==> src/rtl/csw_pkg.sv <==
// Package: shared constants of the thread switch controller.
// Assumes: the mode and class bit positions below are the port encoding.
package csw_pkg;
    localparam int MODE_W      = 5;
    localparam int MODE_EXPL   = 0;
    localparam int MODE_CLASS  = 1;
    localparam int MODE_MISS   = 2;
    localparam int MODE_USE    = 3;
    localparam int MODE_EXT    = 4;
    localparam int CLS_W       = 2;
    localparam int CLS_MEM     = 0;
    localparam int CLS_HARDBR  = 1;
endpackage

==> src/rtl/csw_scoreboard.sv <==
// Module: per-context, per-register valid bits for switch-on-use.
// A load issue clears a bit, a load return sets it; the clear wins on a
// collision. Two read ports report validity for the running context.
// Assumes: synchronous active-low reset marks every bit valid.
module csw_scoreboard #(
    parameter int NCTX = 4,
    parameter int NREG = 32,
    localparam int TID_W = $clog2(NCTX),
    localparam int RA_W  = $clog2(NREG)
) (
    input  logic             clk,
    input  logic             rst_n,
    input  logic             iss_v,
    input  logic [TID_W-1:0] iss_tid,
    input  logic [RA_W-1:0]  iss_rd,
    input  logic             ret_v,
    input  logic [TID_W-1:0] ret_tid,
    input  logic [RA_W-1:0]  ret_rd,
    input  logic [TID_W-1:0] rd_tid,
    input  logic [RA_W-1:0]  rd_a0,
    input  logic [RA_W-1:0]  rd_a1,
    output logic             rd_ok0,
    output logic             rd_ok1
);
    logic [NCTX-1:0][NREG-1:0] valid_q;

    for (genvar gc = 0; gc < NCTX; gc++) begin : g_ctx
        for (genvar gr = 0; gr < NREG; gr++) begin : g_reg
            logic hit_iss, hit_ret;
            // Decode whether this bit is addressed by the issue or return event.
            always_comb begin
                hit_iss = iss_v && (iss_tid == TID_W'(gc)) && (iss_rd == RA_W'(gr));
                hit_ret = ret_v && (ret_tid == TID_W'(gc)) && (ret_rd == RA_W'(gr));
            end
            // Update the bit: clear on issue has priority over set on return.
            always_ff @(posedge clk) begin
                if (!rst_n)       valid_q[gc][gr] <= 1'b1;
                else if (hit_iss) valid_q[gc][gr] <= 1'b0;
                else if (hit_ret) valid_q[gc][gr] <= 1'b1;
            end
        end
    end

    // Read the two source bits of the running context.
    always_comb begin
        rd_ok0 = valid_q[rd_tid][rd_a0];
        rd_ok1 = valid_q[rd_tid][rd_a1];
    end
endmodule

==> src/rtl/csw_trigger.sv <==
// Module: combines the enabled switch triggers into one fire signal.
// Assumes: decode fields belong to the running context; block is high in
// the flush cycle, when the decoded instruction is being squashed.
module csw_trigger
    import csw_pkg::*;
(
    input  logic              block,
    input  logic [MODE_W-1:0] mode_en,
    input  logic [CLS_W-1:0]  class_sel,
    input  logic              dec_valid,
    input  logic              dec_is_switch,
    input  logic              dec_sw_pred_en,
    input  logic              dec_sw_cond,
    input  logic              dec_is_mem,
    input  logic              dec_is_hard_br,
    input  logic [1:0]        dec_src_en,
    input  logic              src_ok0,
    input  logic              src_ok1,
    input  logic              miss_rpt,
    input  logic              ext_evt,
    output logic              fire
);
    logic t_expl, t_class, t_miss, t_use, t_ext;

    // Evaluate each trigger under its own enable bit, then merge.
    always_comb begin
        t_expl  = mode_en[MODE_EXPL] && dec_valid && dec_is_switch
                  && (!dec_sw_pred_en || dec_sw_cond);
        t_class = mode_en[MODE_CLASS] && dec_valid
                  && ((class_sel[CLS_MEM] && dec_is_mem)
                      || (class_sel[CLS_HARDBR] && dec_is_hard_br));
        t_miss  = mode_en[MODE_MISS] && miss_rpt;
        t_use   = mode_en[MODE_USE] && dec_valid
                  && ((dec_src_en[0] && !src_ok0) || (dec_src_en[1] && !src_ok1));
        t_ext   = mode_en[MODE_EXT] && ext_evt;
        fire    = !block && (t_expl || t_class || t_miss || t_use || t_ext);
    end
endmodule

==> src/rtl/csw_rr_pick.sv <==
// Module: round-robin choice of the next ready context after the current.
// Assumes: the current context itself is never chosen.
module csw_rr_pick #(
    parameter int NCTX = 4,
    localparam int TID_W = $clog2(NCTX)
) (
    input  logic [TID_W-1:0] cur,
    input  logic [NCTX-1:0]  ready,
    output logic             found,
    output logic [TID_W-1:0] pick
);
    // Scan cur+1, cur+2, ... with wrap and keep the first ready one.
    always_comb begin
        found = 1'b0;
        pick  = cur;
        for (int k = 1; k < NCTX; k++) begin
            logic [TID_W-1:0] idx;
            idx = TID_W'((int'(cur) + k) % NCTX);
            if (!found && ready[idx]) begin
                found = 1'b1;
                pick  = idx;
            end
        end
    end
endmodule

==> src/rtl/thread_switch_ctrl.sv <==
// Module: top of the coarse-grained thread switch controller.
// Raises switch_req with next_tid in the trigger cycle when another context
// is ready; the next cycle flushes and runs the new context.
// Assumes: decode, miss and source fields refer to the current context.
module thread_switch_ctrl
    import csw_pkg::*;
#(
    parameter int NCTX = 4,
    parameter int NREG = 32,
    localparam int TID_W = $clog2(NCTX),
    localparam int RA_W  = $clog2(NREG)
) (
    input  logic              clk,
    input  logic              rst_n,
    input  logic [MODE_W-1:0] mode_en,
    input  logic [CLS_W-1:0]  class_sel,
    input  logic              dec_valid,
    input  logic              dec_is_switch,
    input  logic              dec_sw_pred_en,
    input  logic              dec_sw_cond,
    input  logic              dec_is_mem,
    input  logic              dec_is_hard_br,
    input  logic [1:0]        dec_src_en,
    input  logic [RA_W-1:0]   dec_src0,
    input  logic [RA_W-1:0]   dec_src1,
    input  logic              miss_rpt,
    input  logic              ext_evt,
    input  logic              ld_iss_v,
    input  logic [TID_W-1:0]  ld_iss_tid,
    input  logic [RA_W-1:0]   ld_iss_rd,
    input  logic              ld_ret_v,
    input  logic [TID_W-1:0]  ld_ret_tid,
    input  logic [RA_W-1:0]   ld_ret_rd,
    input  logic [NCTX-1:0]   ctx_ready,
    output logic              switch_req,
    output logic [TID_W-1:0]  next_tid,
    output logic              flush,
    output logic [TID_W-1:0]  cur_tid
);
    logic [TID_W-1:0] cur_q;
    logic             flush_q;
    logic             src_ok0, src_ok1, fire, found;
    logic [TID_W-1:0] pick;

    csw_scoreboard #(.NCTX(NCTX), .NREG(NREG)) i_sb (
        .clk(clk), .rst_n(rst_n),
        .iss_v(ld_iss_v), .iss_tid(ld_iss_tid), .iss_rd(ld_iss_rd),
        .ret_v(ld_ret_v), .ret_tid(ld_ret_tid), .ret_rd(ld_ret_rd),
        .rd_tid(cur_q), .rd_a0(dec_src0), .rd_a1(dec_src1),
        .rd_ok0(src_ok0), .rd_ok1(src_ok1)
    );

    csw_trigger i_trig (
        .block(flush_q), .mode_en(mode_en), .class_sel(class_sel),
        .dec_valid(dec_valid), .dec_is_switch(dec_is_switch),
        .dec_sw_pred_en(dec_sw_pred_en), .dec_sw_cond(dec_sw_cond),
        .dec_is_mem(dec_is_mem), .dec_is_hard_br(dec_is_hard_br),
        .dec_src_en(dec_src_en), .src_ok0(src_ok0), .src_ok1(src_ok1),
        .miss_rpt(miss_rpt), .ext_evt(ext_evt), .fire(fire)
    );

    csw_rr_pick #(.NCTX(NCTX)) i_pick (
        .cur(cur_q), .ready(ctx_ready), .found(found), .pick(pick)
    );

    // Request a switch only when a trigger fires and a target exists.
    always_comb begin
        switch_req = fire && found;
        next_tid   = pick;
    end

    // Register the flush pulse and move to the chosen context.
    always_ff @(posedge clk) begin
        if (!rst_n) begin
            cur_q   <= '0;
            flush_q <= 1'b0;
        end else begin
            flush_q <= switch_req;
            if (switch_req) cur_q <= pick;
        end
    end

    assign flush   = flush_q;
    assign cur_tid = cur_q;
endmodule

==> config.mk <==
export PLATFORM = sky130hd
export DESIGN_NAME = thread_switch_ctrl
export DESIGN_NICKNAME = d
export VERILOG_FILES = /design/src/rtl/csw_pkg.sv /design/src/rtl/csw_scoreboard.sv /design/src/rtl/csw_trigger.sv /design/src/rtl/csw_rr_pick.sv /design/src/rtl/thread_switch_ctrl.sv
export SDC_FILE = /design/constraint.sdc
export NUM_CORES = 1
export LEC_CHECK = 0
export BUFFER_PORTS_ARGS = -buffer_cell sky130_fd_sc_hd__buf_4
export CORE_MARGIN = 4
export CORE_UTILIZATION = 55
export DETAILED_ROUTE_END_ITERATION = 8
export GPL_TIMING_DRIVEN = 1
export HOLD_SLACK_MARGIN = 0.02
export PLACE_DENSITY_LB_ADDON = 0.05
export SYNTH_ARGS = -nofsm -noshare
export SYNTH_HDL_FRONTEND = slang
export SYNTH_SLANG_ARGS = --single-unit
==> constraint.sdc <==
create_clock -name clk -period 3.1 [get_ports clk]
set_input_delay 0.465 -clock clk [delete_from_list [all_inputs] [get_ports clk]]
set_output_delay 0.465 -clock clk [all_outputs]
set_load 0.02 [all_outputs]
---- Word level (Yosys, flattened, before mapping) ----
Cells that the tools add are included.
operators by class
  mux-type cells .......................... 274
  add/sub/neg operators ................... 3
  magnitude comparators ................... 6
  equal/unequal tests ..................... 68
  div/mod/pow operators ................... 0
  reduce and logical (&&, ||, !) cells .... 426
  shift-type cells ........................ 0
  multipliers ............................. 0
  bitwise operators ....................... 0
operators with widths
  cell                   number
  $logic_and A1 B1 Y1    281
  $mux W1                264
  $reduce_bool A2 Y1     128
  $eq A5 B5 Y1 const B   32
  $eq A5 B4 Y1 const B   16
  $bmux W32 S2           1
  $eq A5 B3 Y1 const B   8
  $mux W32               1
  $eq A5 B2 Y1 const B   4
  $lt A2 B3 Y1 const B   4
  $lt A5 B6 Y1 const B   2
  $bmux W1 S5            2
  $eq A5 B1 Y1 const B   2
  $logic_not A5 Y1       2
  $eq A2 B2 Y1 const B   4
  $logic_or A1 B1 Y1     7
  $bmux W1 S2            3
  $logic_not A1 Y1       6
  $mux W2                3
  $add A2 B2 Y2 const B  2
  $eq A2 B1 Y1 const B   2
  $logic_not A2 Y1       2
  $add A2 B1 Y2 const B  1
word-level totals
  bits in latches ......................... 0
  register bits after elaboration ......... 131
  bits in read-only memories .............. 0
  memories ................................ 0
  output and inout bits ................... 6
  logic and storage cells ................. 907
  bits in writable memories ............... 0
  bits of input ports ..................... 49

---- Logic depth before layout (Yosys ltp) ----
  word-level depth ........................ 12
  mapped depth ............................ 12
  mapped depth without buffers ............ 8

---- Hierarchy ----
A second synthesis with hierarchy kept.
second synthesis, totals
  cell total of the unflattened synthesis .. 882
  area total of the unflattened synthesis .. 6797.8 µm²
modules (own cells, without submodules)
  module              area an instance (µm²)  cells an instance  seq. area each (µm²)  times used
  csw_scoreboard      6518.8                  846                2562.5                1
  thread_switch_ctrl  113.9                   11                 60.1                  1
  csw_rr_pick         100.1                   16                 0.0                   1
  csw_trigger         65.1                    9                  0.0                   1

---- Worst setup path after synthesis ----
Ideal clock, no wire load.
  kind .................................... register to output
  start point ............................. register cur_q[1] (netlist: cur_tid[1])
  end point ............................... output switch_req
  stages on the path, launching flop included .. 10
  path buffers ............................ 2
  setup slack ............................. 0.303 ns
  arrival time ............................ 2.332 ns
  required time ........................... 2.635 ns
  path through ............................ dfxtp_1 -> buf_6 -> buf_6 -> mux4_1 -> mux2_2 -> o2111ai_1 -> o211ai_1 -> a31oi_2 -> a21oi_4 -> inv_1
on the way
  longest elaborated chain between the ends .. 12
  elaborated cells between the ends (all ways) .. 32
  classes of those cells .................. add/sub (3); mux (15); reduce/logical (14)
ends and longest elaborated chain
  what                             RTL line                                    source
  from (decl)                      thread_switch_ctrl.sv:40                    logic [TID_W-1:0] cur_q;
  from (signal assigned)           thread_switch_ctrl.sv:79                    if (switch_req) cur_q <= pick;
  $bmux W32 S2                     csw_scoreboard.sv:46, csw_scoreboard.sv:47
  $mux W32 (implied by the code)   csw_scoreboard.sv:46, csw_scoreboard.sv:47
  $bmux W1 S5 (on tied branches)   csw_scoreboard.sv:46, csw_scoreboard.sv:47
  $mux W1 (on tied branches)       csw_scoreboard.sv:46, csw_scoreboard.sv:47
  $logic_not A1 Y1                 csw_trigger.sv:34                           && ((dec_src_en[0] && !src_ok0) || (dec_src_en[1] && !src_ok1));
  $logic_and A1 B1 Y1              csw_trigger.sv:34
  $logic_or A1 B1 Y1               csw_trigger.sv:34
  $logic_and A1 B1 Y1              csw_trigger.sv:34
  $logic_or A1 B1 Y1 (2 in a row)  csw_trigger.sv:36                           fire = !block && (t_expl || t_class || t_miss || t_use || t_ext);
  $logic_and A1 B1 Y1              csw_trigger.sv:36
  $logic_and A1 B1 Y1 (*)          thread_switch_ctrl.sv:68                    switch_req = fire && found;
  to (decl)                        thread_switch_ctrl.sv:35                    output logic switch_req,
Mark *: on every way between the ends. The rest lies on a longest branch, timed or not. The select of a mux whose other input is x is not followed.

---- Final worst setup path ----
Ends and elaborated chain as after synthesis.

==> metrics.md <==
| Metric | Value |
|---|---|
| Relative slew slack | 26.4% |
| Floorplan row count | 41 |
| H-tree Lvls | 4 |
| GRT Util Overall | 31.9% |
| Clock share of power | 42.4% |
| CTS buffer count | 17 |
| Share of async-settable or async-resettable flops after synthesis | 0% |
| Highest Clock Rate | 0.319 GHz |
| Comb power frac | 16.6% |
| Placed cells | 1061 |
| Max-capacitance violation count | 0 |
| DRC violations left | 0 |
| Leak | 2.99 nW |
| Post-synth top area share | 35.7% |
| Delay of the slowest critical-path stage | 0.55 ns |
| DR top layer | met5 |
| Met2 wire len | 10800 um |
| Crit path from | cur_tid[1] |
| Clk sinks | 131 |
| CTS root buf | clkbuf_16 |
| Slew @ Worst Pin | 1.10 ns |
| Number of global-route vias before repair | 6669 |
| Die height | 124 um |
| Commonest non-fill, non-tap cell in the layout | nor2_1 |
| Critical Path Slowest Stage Cell | mux4_1 |
| Critical Path, Cell by Cell | buf_12 -> mux4_1 -> mux2_2 -> o2111ai_1 -> o211ai_1 -> a31oi_2 -> a21oi_4 -> inv_2 -> buf_6 |
| FF+latch count, synth | 131 |
| Crit path time final | 3.14 ns |
| Share of layout cells above drive strength 1 | 21.0% |
| Mapped cell area | 0.00735 mm^2 |
| I/O pin total | 55 |
| Gr ovfl total | 0 |
| Wire length on met3 | 3050 um |
| Synth Instances | 884 |
| Commonest non-fill, non-tap cells in the layout | nor2_1 (169), a21oi_1 (134), o21ai_0 (131) |
| Net Sw Frac | 28.3% |
| Final Slew Violations | 0 |
| Clock Latency Late Sink | 0.42 ns |
| Die span in x | 124 um |
| Worst-path fanout max | 10 |
| Final WS setup | -0.0385 ns |
| R2R Path End | cur_tid[0] |
| DR vias | 7229 |
| Setup violators final | 1 |
| Top FF cell, synth | dfxtp_1 |
| Average size of a mapped cell | 8.31 um^2 |
| RSZ-0062 raised after global routing | yes |
| Setup slack, reg-to-reg | 0.34 ns |
| Nets | 976 |
| GP Congestion | 0.899 |
| Post-synth EDFFs | 0 |
| Core Footprint | 0.0128 mm^2 |
| Initial core utilization | 57.3% |
| Yosys cell types | 56 |
| CTS tree | built |
| Hold EP | i_sb.valid_q[77] |
| Data required, critical path | 2.63 ns |
| Post-DRT Antenna Nets | 0 |
| Top post-synthesis cells by area | dfxtp_1 (36%), mux4_2 (14%), a21oi_1 (9.1%) |
| # diodes | 0 |
| Initial antenna violation count | 1 |
| Router iterations before antenna repair | 6 |
| Final Hold Fails | 0 |
| Hold Path Class | register to register |
| Switching power | 0.00119 W |
| Count of input and output buffers | 54 |
| Largest net degree at the start of global routing | 134 |
| Cell depth of the worst hold path | 2 |
| Post-DR vias/cell | 6.51 |
| Sequential share of power | 41.0% |
| Non-filler cells, final | 1110 |
| Area grow syn2layout | 16.4% |
| Final period utilization | 101% |
| Area leader, netlist | dfxtp_1 |
| RR Startpoint | cur_tid[1] |
| Failing checks | setup timing |
| Status | finished with violations |
| PwrDens | 492 mW/mm^2 |
| Die Area | 0.0153 mm^2 |
| CTS Buffer Depth | 2 |
| Worst clock skew | 0.00578 ns |
| Setup CP Type | register to primary output |
| Internal power | 0.00302 W |
| M1 WL | 9430 um |
| HP Start | i_sb.valid_q[77] |
| Synth Net Count | 933 |
| Power, Total | 0.00421 W |
| Wire per inst | 21.7 um |
| Hpwl dp | 15700 um |
| CP arrival | 2.67 ns |
| Worst IR Drop VDD | 0.426 mV |
| CP endpoint kind | primary output |
| First-pass GRT wire length | 36400 um |
| DRT iter0 DRCs | 791 |
| Worst hold slack | 0.530 ns |
| Clock-pin slew on the worst setup and hold paths | 0.06 ns |
| Worst reg-to-reg path cell count | 9 |
| Final wirelength | 24000 um |
| Seq/Total Area, Yosys | 35.7% |
| Critical path startpoint category | register |
| Hold-fix buffer count after cts | 0 |
| YS warnings | 0 |
sequential cells by signal, indices dropped and copies added (netlist names):
name and count:
flush 1, cur_tid 2, i_sb.valid_q 128
worst max-delay path, delay by kind of cell, from the launching register on:
kind,cells,cell delay [ns]
multiplexers,2,0.84
AO/OA/AOI/OAI,4,0.65
flip-flops,1,0.45
buffers and inverters,3,0.31
layout make-up:
type / count / area (um^2)
Multi-Input combinational cell: 674 / 4380
Tap cell: 172 / 215
Clock inverter: 13 / 90.1
Fill cell: 1079 / 4270
Inverter: 6 / 22.5
Clock buffer: 17 / 425
Sequential cell: 131 / 2630
Timing Repair Buffer: 97 / 788
synth_stat cells (2+ instances only):
library cell,count
nor2_1,170
or3b_2,2
mux4_2,45
clkbuf_1,52
nor2b_1,6
a22o_1,2
nand4_1,3
buf_6,5
nand4b_1,2
nand3_1,15
a31o_2,2
nand2_1,58
dfxtp_1,131
o21ai_0,133
mux4_1,4
and3b_1,3
o211ai_1,2
a41oi_1,2
mux2i_1,24
and3_1,2
nand3b_1,7
mux2_2,5
nor3b_1,7
nor3_1,5
inv_1,6
buf_2,10
and2_1,2
a222oi_1,2
a31oi_1,3
a21oi_1,134
o2111ai_1,2
a211oi_1,3
nand2b_1,7
buf_4,3
or3_1,2
a22oi_1,3
logic make-up after synthesis:
family / synth area share, %
AO/OA/AOI/OAI: 22.1
buffers and inverters: 5.26
flip-flops: 35.7
multiplexers: 19.3
AND/OR/NAND/NOR: 17.7
routing by layer:
layer  vias to the layer above  GRT usage (%)
met3                        71           9.58
li1                       3275              -
met4                         2           11.5
met5                         -              0
met1                      3444           43.2
met2                       437           48.6
what timing repair did:
action                                  in CTS  in global routing
pin swaps                                    3                  6
endpoints found under the setup margin       1                  1
setup buffers                                7                 12
gates resized for setup                      6                 14
endpoints found under the hold margin        0                  0
worst max-delay path by stage:
stage / to / slack (ns)
after floorplan: switch_req / 0.30
after global placement: switch_req / 0.25
after detailed placement: switch_req / 0.24
after CTS: switch_req / -0.06
after global routing: switch_req / -0.11
final: switch_req / -0.04
power by group through the flow:
stage	sequential (W)	clock, W	combinational (W)
floorplan	0.00175	0	0.000415
global placement	0.00176	0	0.000594
detailed placement	0.00176	0	0.000603
CTS	0.00173	0.00180	0.000638
global route	0.00173	0.00189	0.000737
finish	0.00172	0.00178	0.000699
through the flow:
stage	setup TNS, ns	setup slack (ns)	util, %	area, um^2
finish	-0.0385	-0.0385	66.7	8550
global route	-0.107	-0.107	66.7	8550
CTS	-0.0574	-0.0574	65.6	8410
detailed placement	0	0.236	61.0	7820
global placement	0	0.250	61.0	7820
floorplan	0	0.303	-	7350
No activity file was read; power rests on OpenSTA's default activity.
